===== src/rtl/can_err_pkg.sv =====
package can_err_pkg;
  localparam int BYTE_W   = 8;
  localparam int CODE_W   = 7;
  localparam int MODE_BIT = 7;
  localparam int IS_ERR   = 5;
  localparam int IS_RX    = 4;
  localparam int IS_TX    = 3;
  localparam int FIFO_W   = 2;
  localparam int SRC_W    = 3;

  typedef enum logic [2:0] {
    SEL_EFLAG = 3'd0,
    SEL_EEN   = 3'd1,
    SEL_CODE  = 3'd2,
    SEL_ISTAT = 3'd3,
    SEL_IEN   = 3'd4
  } reg_sel_e;
endpackage


===== src/rtl/can_w0c_flags.sv =====
module can_w0c_flags #(
  parameter int W = 8
) (
  input  logic         clk,
  input  logic         rst_n,
  input  logic [W-1:0] set_i,
  input  logic         wr_i,
  input  logic [W-1:0] wr_mask_i,
  output logic [W-1:0] flags_o
);
  logic [W-1:0] flags_q, flags_d;
  logic         flags_en;

  assign flags_en = wr_i | (|set_i);

  always_comb begin
    flags_d = flags_q;
    if (wr_i) flags_d = flags_d & wr_mask_i;
    flags_d = flags_d | set_i;
  end

  always_ff @(posedge clk or negedge rst_n) begin
    if (!rst_n)        flags_q <= '0;
    else if (flags_en) flags_q <= flags_d;
  end

  assign flags_o = flags_q;

  // an event always leaves its flag set, even against a clear
  p_set_wins_r4: assert property (@(posedge clk) disable iff (!rst_n)
    (set_i != '0) |=> ((flags_o & $past(set_i)) == $past(set_i)));

  // write-zero-to-clear, ones keep
  p_w0c_r3: assert property (@(posedge clk) disable iff (!rst_n)
    (wr_i && set_i == '0) |=> (flags_o == ($past(flags_o) & $past(wr_mask_i))));
endmodule


===== src/rtl/can_err_code.sv =====
module can_err_code #(
  parameter int W = 7
) (
  input  logic         clk,
  input  logic         rst_n,
  input  logic [W-1:0] evt_i,
  input  logic         wr_i,
  input  logic [W:0]   wr_data_i,
  output logic         accum_o,
  output logic [W-1:0] flags_o
);
  logic         mode_q, mode_d;
  logic [W-1:0] flags_q, flags_d, kept;
  logic         any_evt;
  logic         upd_en;

  assign any_evt = |evt_i;
  assign upd_en  = wr_i | any_evt;

  always_comb begin
    mode_d = wr_i ? wr_data_i[W] : mode_q;
    kept   = wr_i ? (flags_q & wr_data_i[W-1:0]) : flags_q;
    if (!any_evt)    flags_d = kept;
    else if (mode_q) flags_d = kept | evt_i;
    else             flags_d = evt_i;
  end

  always_ff @(posedge clk or negedge rst_n) begin
    if (!rst_n) begin
      mode_q  <= 1'b0;
      flags_q <= '0;
    end else if (upd_en) begin
      mode_q  <= mode_d;
      flags_q <= flags_d;
    end
  end

  assign accum_o = mode_q;
  assign flags_o = flags_q;

  // latest-only mode keeps just the newest cause set
  p_latest_r7: assert property (@(posedge clk) disable iff (!rst_n)
    (!accum_o && evt_i != '0) |=> (flags_o == $past(evt_i)));

  // accumulate mode ORs new causes onto held ones
  p_accum_r6: assert property (@(posedge clk) disable iff (!rst_n)
    (accum_o && evt_i != '0 && !wr_i) |=> (flags_o == ($past(flags_o) | $past(evt_i))));
endmodule


===== src/rtl/can_irq_agg.sv =====
module can_irq_agg
  import can_err_pkg::*;
(
  input  logic              clk,
  input  logic              rst_n,
  input  logic              err_pend_i,
  input  logic              rx_evt_i,
  input  logic              tx_evt_i,
  input  logic              stat_wr_i,
  input  logic [FIFO_W-1:0] stat_mask_i,
  input  logic              en_wr_i,
  input  logic [SRC_W-1:0]  en_data_i,
  output logic [SRC_W-1:0]  status_o,
  output logic [SRC_W-1:0]  enable_o,
  output logic              irq_o
);
  logic [FIFO_W-1:0] fifo_flags;
  logic [SRC_W-1:0]  en_q, en_d;

  can_w0c_flags #(.W(FIFO_W)) u_fifo_flags (
    .clk       (clk),
    .rst_n     (rst_n),
    .set_i     ({rx_evt_i, tx_evt_i}),
    .wr_i      (stat_wr_i),
    .wr_mask_i (stat_mask_i),
    .flags_o   (fifo_flags)
  );

  always_comb en_d = en_data_i;

  always_ff @(posedge clk or negedge rst_n) begin
    if (!rst_n)       en_q <= '0;
    else if (en_wr_i) en_q <= en_d;
  end

  assign status_o = {err_pend_i, fifo_flags};
  assign enable_o = en_q;
  assign irq_o    = |(status_o & en_q);

  // nothing enabled means no interrupt
  p_no_irq_masked_r9: assert property (@(posedge clk) disable iff (!rst_n)
    (enable_o == '0) |-> !irq_o);
endmodule


===== src/rtl/can_err_irq_unit.sv =====
module can_err_irq_unit
  import can_err_pkg::*;
(
  input  logic              clk,
  input  logic              rst_n,
  input  logic [BYTE_W-1:0] err_evt_i,
  input  logic [CODE_W-1:0] code_evt_i,
  input  logic              tx_fifo_evt_i,
  input  logic              rx_fifo_evt_i,
  input  logic              wr_en_i,
  input  logic [2:0]        wr_sel_i,
  input  logic [BYTE_W-1:0] wr_data_i,
  output logic [BYTE_W-1:0] err_flag_o,
  output logic [BYTE_W-1:0] err_enable_o,
  output logic [BYTE_W-1:0] err_code_o,
  output logic [BYTE_W-1:0] int_status_o,
  output logic [BYTE_W-1:0] int_enable_o,
  output logic              irq_o
);
  logic              wr_eflag, wr_een, wr_code, wr_istat, wr_ien;
  logic [BYTE_W-1:0] een_q, een_d;
  logic              err_pend;
  logic              code_mode;
  logic [CODE_W-1:0] code_flags;
  logic [SRC_W-1:0]  src_stat, src_en;

  assign wr_eflag = wr_en_i && (wr_sel_i == SEL_EFLAG);
  assign wr_een   = wr_en_i && (wr_sel_i == SEL_EEN);
  assign wr_code  = wr_en_i && (wr_sel_i == SEL_CODE);
  assign wr_istat = wr_en_i && (wr_sel_i == SEL_ISTAT);
  assign wr_ien   = wr_en_i && (wr_sel_i == SEL_IEN);

  can_w0c_flags #(.W(BYTE_W)) u_err_flags (
    .clk       (clk),
    .rst_n     (rst_n),
    .set_i     (err_evt_i),
    .wr_i      (wr_eflag),
    .wr_mask_i (wr_data_i),
    .flags_o   (err_flag_o)
  );

  always_comb een_d = wr_data_i;

  always_ff @(posedge clk or negedge rst_n) begin
    if (!rst_n)      een_q <= '0;
    else if (wr_een) een_q <= een_d;
  end

  assign err_pend = |(err_flag_o & een_q);

  can_err_code #(.W(CODE_W)) u_code (
    .clk       (clk),
    .rst_n     (rst_n),
    .evt_i     (code_evt_i),
    .wr_i      (wr_code),
    .wr_data_i (wr_data_i),
    .accum_o   (code_mode),
    .flags_o   (code_flags)
  );

  can_irq_agg u_irq (
    .clk         (clk),
    .rst_n       (rst_n),
    .err_pend_i  (err_pend),
    .rx_evt_i    (rx_fifo_evt_i),
    .tx_evt_i    (tx_fifo_evt_i),
    .stat_wr_i   (wr_istat),
    .stat_mask_i (wr_data_i[IS_RX:IS_TX]),
    .en_wr_i     (wr_ien),
    .en_data_i   (wr_data_i[IS_ERR:IS_TX]),
    .status_o    (src_stat),
    .enable_o    (src_en),
    .irq_o       (irq_o)
  );

  assign err_enable_o = een_q;
  assign err_code_o   = {code_mode, code_flags};

  always_comb begin
    int_status_o = '0;
    int_enable_o = '0;
    int_status_o[IS_ERR:IS_TX] = src_stat;
    int_enable_o[IS_ERR:IS_TX] = src_en;
  end

  // an enabled flag raises the error summary in the same cycle
  p_summary_r5: assert property (@(posedge clk) disable iff (!rst_n)
    ((err_flag_o & err_enable_o) != '0) |-> int_status_o[IS_ERR]);

  // reserved status bits never read one
  p_reserved_r8: assert property (@(posedge clk) disable iff (!rst_n)
    (int_status_o[7:6] == 2'b00) && (int_status_o[2:0] == 3'b000));

  // interrupt only with a status bit set
  p_irq_src_r9: assert property (@(posedge clk) disable iff (!rst_n)
    irq_o |-> (int_status_o != '0));
endmodule


===== config.mk =====
export PLATFORM = sky130hd
export DESIGN_NAME = can_err_irq_unit
export DESIGN_NICKNAME = d
export VERILOG_FILES = /design/src/rtl/can_err_pkg.sv /design/src/rtl/can_w0c_flags.sv /design/src/rtl/can_err_code.sv /design/src/rtl/can_irq_agg.sv /design/src/rtl/can_err_irq_unit.sv
export SDC_FILE = /design/constraint.sdc
export NUM_CORES = 1
export LEC_CHECK = 0
export BUFFER_PORTS_ARGS = -buffer_cell sky130_fd_sc_hd__buf_2
export CAP_MARGIN = 20
export CORE_MARGIN = 1
export CORE_UTILIZATION = 39
export CTS_CLUSTER_DIAMETER = 50
export DETAILED_ROUTE_END_ITERATION = 6
export PLACE_DENSITY = 0.74
export SYNTH_ARGS = -nofsm -noshare
export SYNTH_HDL_FRONTEND = slang
export SYNTH_SLANG_ARGS = --single-unit

===== constraint.sdc =====
create_clock -name clk -period 0.85 [get_ports clk]
set_input_delay 0.0425 -clock clk [delete_from_list [all_inputs] [get_ports clk]]
set_output_delay 0.0425 -clock clk [all_outputs]
set_load 0.1 [all_outputs]

==> metrics <==
Worst-path clk slew=110 ps; Seq/Total Area, Yosys=54.8%; EDFF count, synth=0; crit path max-delay cell type=dfrtp_4; P per Cell Area=2260 mW/mm2; Mapped Cells=105; cell taking the most area after synthesis=dfrtp_1; layout cell share with drive strength beyond 1=72.2%; Synth async-reset ratio=100%; syn_area_per_cell=12.6 um2; root buf cell=clkbuf_4; crit-path max cell delay=520 ps; RSZ-0062 raised after global routing=yes; WP data arrival=1700 ps; largest net degree at the start of global routing=30; DRT Pass-1 Iters=4; count of final hold-check violations=0; Die Height=60.3 um; vias in the first global route=1454; top cells by area, synth=dfrtp_1, mux2_2, buf_4; post-synth cell types=21; Synth top area share=54.8%; Final Net Count=257; most common cell in the netlist=dfrtp_1; clock insertion delay at the later pin of the skew report=350 ps; Detailed Route WL=6570 um; Power Total=6.56 mW; fin. max-slew vios=0; All-Layer GR Usage=32.8%; r2r worst-path depth=3; worst-path maximum fanout=2; PnR worst setup slack=-893 ps; Final min period=1740 ps; CTS tree=done; critical-path cell list=a22oi_2 -> nand4_1 -> a21o_4 -> buf_12; Wirelength per Cell=24.2 um; count of final setup violators=59; Final period util=205%; leakage dissipation=1.25 nW; CTS Sinks=29; fmax=574 MHz; Die W=60.3 um; routability cong.=0.833; number of port buffers=61; CTS Buf Count=5; Synth top cells by count=dfrtp_1, buf_4, mux2_2, nand2b_1, o21ai_0; H-tree depth=2; Hold Path Stages=2; post-layout util=92.6%; drt initial violations=56; row count=20; global-route wire length before repair=7960 um; Syn-to-layout area delta=119%; failing checks=negative setup slack; DP HPWL=3120 um; Vias/cell=5.34; initial antenna violation count=1; synth warn=0; grt total ovfl=0; dpl ws=-654 ps; WHS=47.4 ps; ys flop type=dfrtp_1; Hold WC Path Type=primary input to register; synthesized cell area=0.00133 mm2; outcome=finished, violations left; post-synthesis register bit count=29; Worst Setup Start Kind=register; Worst VDD drop=1.95 mV; clock skew=12.8 ps; buffer levels on the longest clock path=2; crit end category=output port; max cap viols=0; DR vias=1453; die area=0.00363 mm2; CORE AREA=0.00313 mm2; initial core utilization=42.4%; IO Pins=72; Setup CP Type=register to output port; fillers=100; # DRC=0; Detail Route Antenna Nets=0; Critical Path RT=810 ps
## layout make-up
cell class              instances  area, um2  share of cell area [%]
diodes                          1       2.50                  0.0864
multi-input cells              71        592                    20.4
flip-flops and latches         29        832                    28.7
clock buffers                   8       58.8                    2.03
repair buffers                119       1360                    46.8
well taps                      44       55.1                    1.90
## cells in the final DEF, fill, tap and decap left out, types with 2 or more instances in the layout
cell type      netlist  final
o21bai_1             7      7
and4bb_2             2      2
buf_12               0     31
dlygate4sd3_1        0     22
o21ai_2              8     10
conb_1               1     10
nand2b_1            10     10
buf_6                1     25
mux2_2              12     11
o21ai_1              0      6
clkbuf_4             0      5
dfrtp_4              0     28
clkbuf_1             0      2
a22oi_2              0      4
buf_4               12     11
buf_2                1     30
## state kept, by name, summed over array words and instances (netlist names)
name / flops
u_code.flags_o: 7
u_irq.enable_o: 3
u_code.accum_o: 1
u_err_flags.flags_o: 8
err_enable_o: 8
u_irq.u_fifo_flags.flags_o: 2
## final timing paths
| path | start | endpoint | slack (ps) |
|---|---|---|---|
| max in group asynchronous | rst_n | err_enable_o[6] | 240 |
| hold / removal | wr_data_i[5] | u_irq.enable_o[2] | 50 |
| setup / recovery | u_err_flags.flags_o[7] | irq_o | -890 |
| hold reg to reg | u_code.accum_o | u_code.accum_o | 610 |
| setup reg to reg | err_enable_o[6] | err_enable_o[6] | -260 |
| min in group asynchronous | rst_n | err_enable_o[2] | 290 |
## report_power, final
| part | switching, mW | internal [mW] |
|---|---|---|
| Combinational | 2.27 | 1.43 |
| Clock | 0.548 | 0.408 |
| Sequential | 0.228 | 1.67 |
| Total | 3.05 | 3.51 |
## critical path, delay by kind of cell (launching register included)
family / cells / cell delay, ps
compound gates: 2 / 470
buf+inv: 1 / 160
flops: 1 / 520
simple gates: 1 / 210
## through the flow
step	setup TNS [ps]	cells	area (um2)
floorplan	-4380	114	1480
global placement	-6860	235	2390
detailed placement	-7860	235	2390
CTS	-11530	267	2820
global route	-15330	272	2900
finish	-14270	272	2900
## metal layers
| layer | routed length (um) | global-route usage (%) | vias to the layer above |
|---|---|---|---|
| met4 | 391 | 16.9 | 0 |
| met5 | 0 | 0 | - |
| li1 | - | - | 598 |
| met1 | 2320 | 35.9 | 724 |
| met3 | 464 | 6.49 | 34 |
| met2 | 3400 | 59.0 | 97 |
## logic make-up after synthesis
logic type | after synthesis | share of synthesized area, %
compound gates | 31 | 16.5
buf+inv | 14 | 8.03
other cells | 1 | 0.283
mux | 12 | 10.2
flops | 29 | 54.8
simple gates | 18 | 10.2
## repair_timing
| action | CTS | global route |
|---|---|---|
| setup endpoints to repair | 59 | 60 |
| pin swaps | 4 | 7 |
| setup buffers | 5 | 10 |
| gates resized for setup | 33 | 17 |
| hold endpoints to repair | 49 | 0 |
| hold buffers | 22 | 0 |
(Power assumes the default switching activity.)
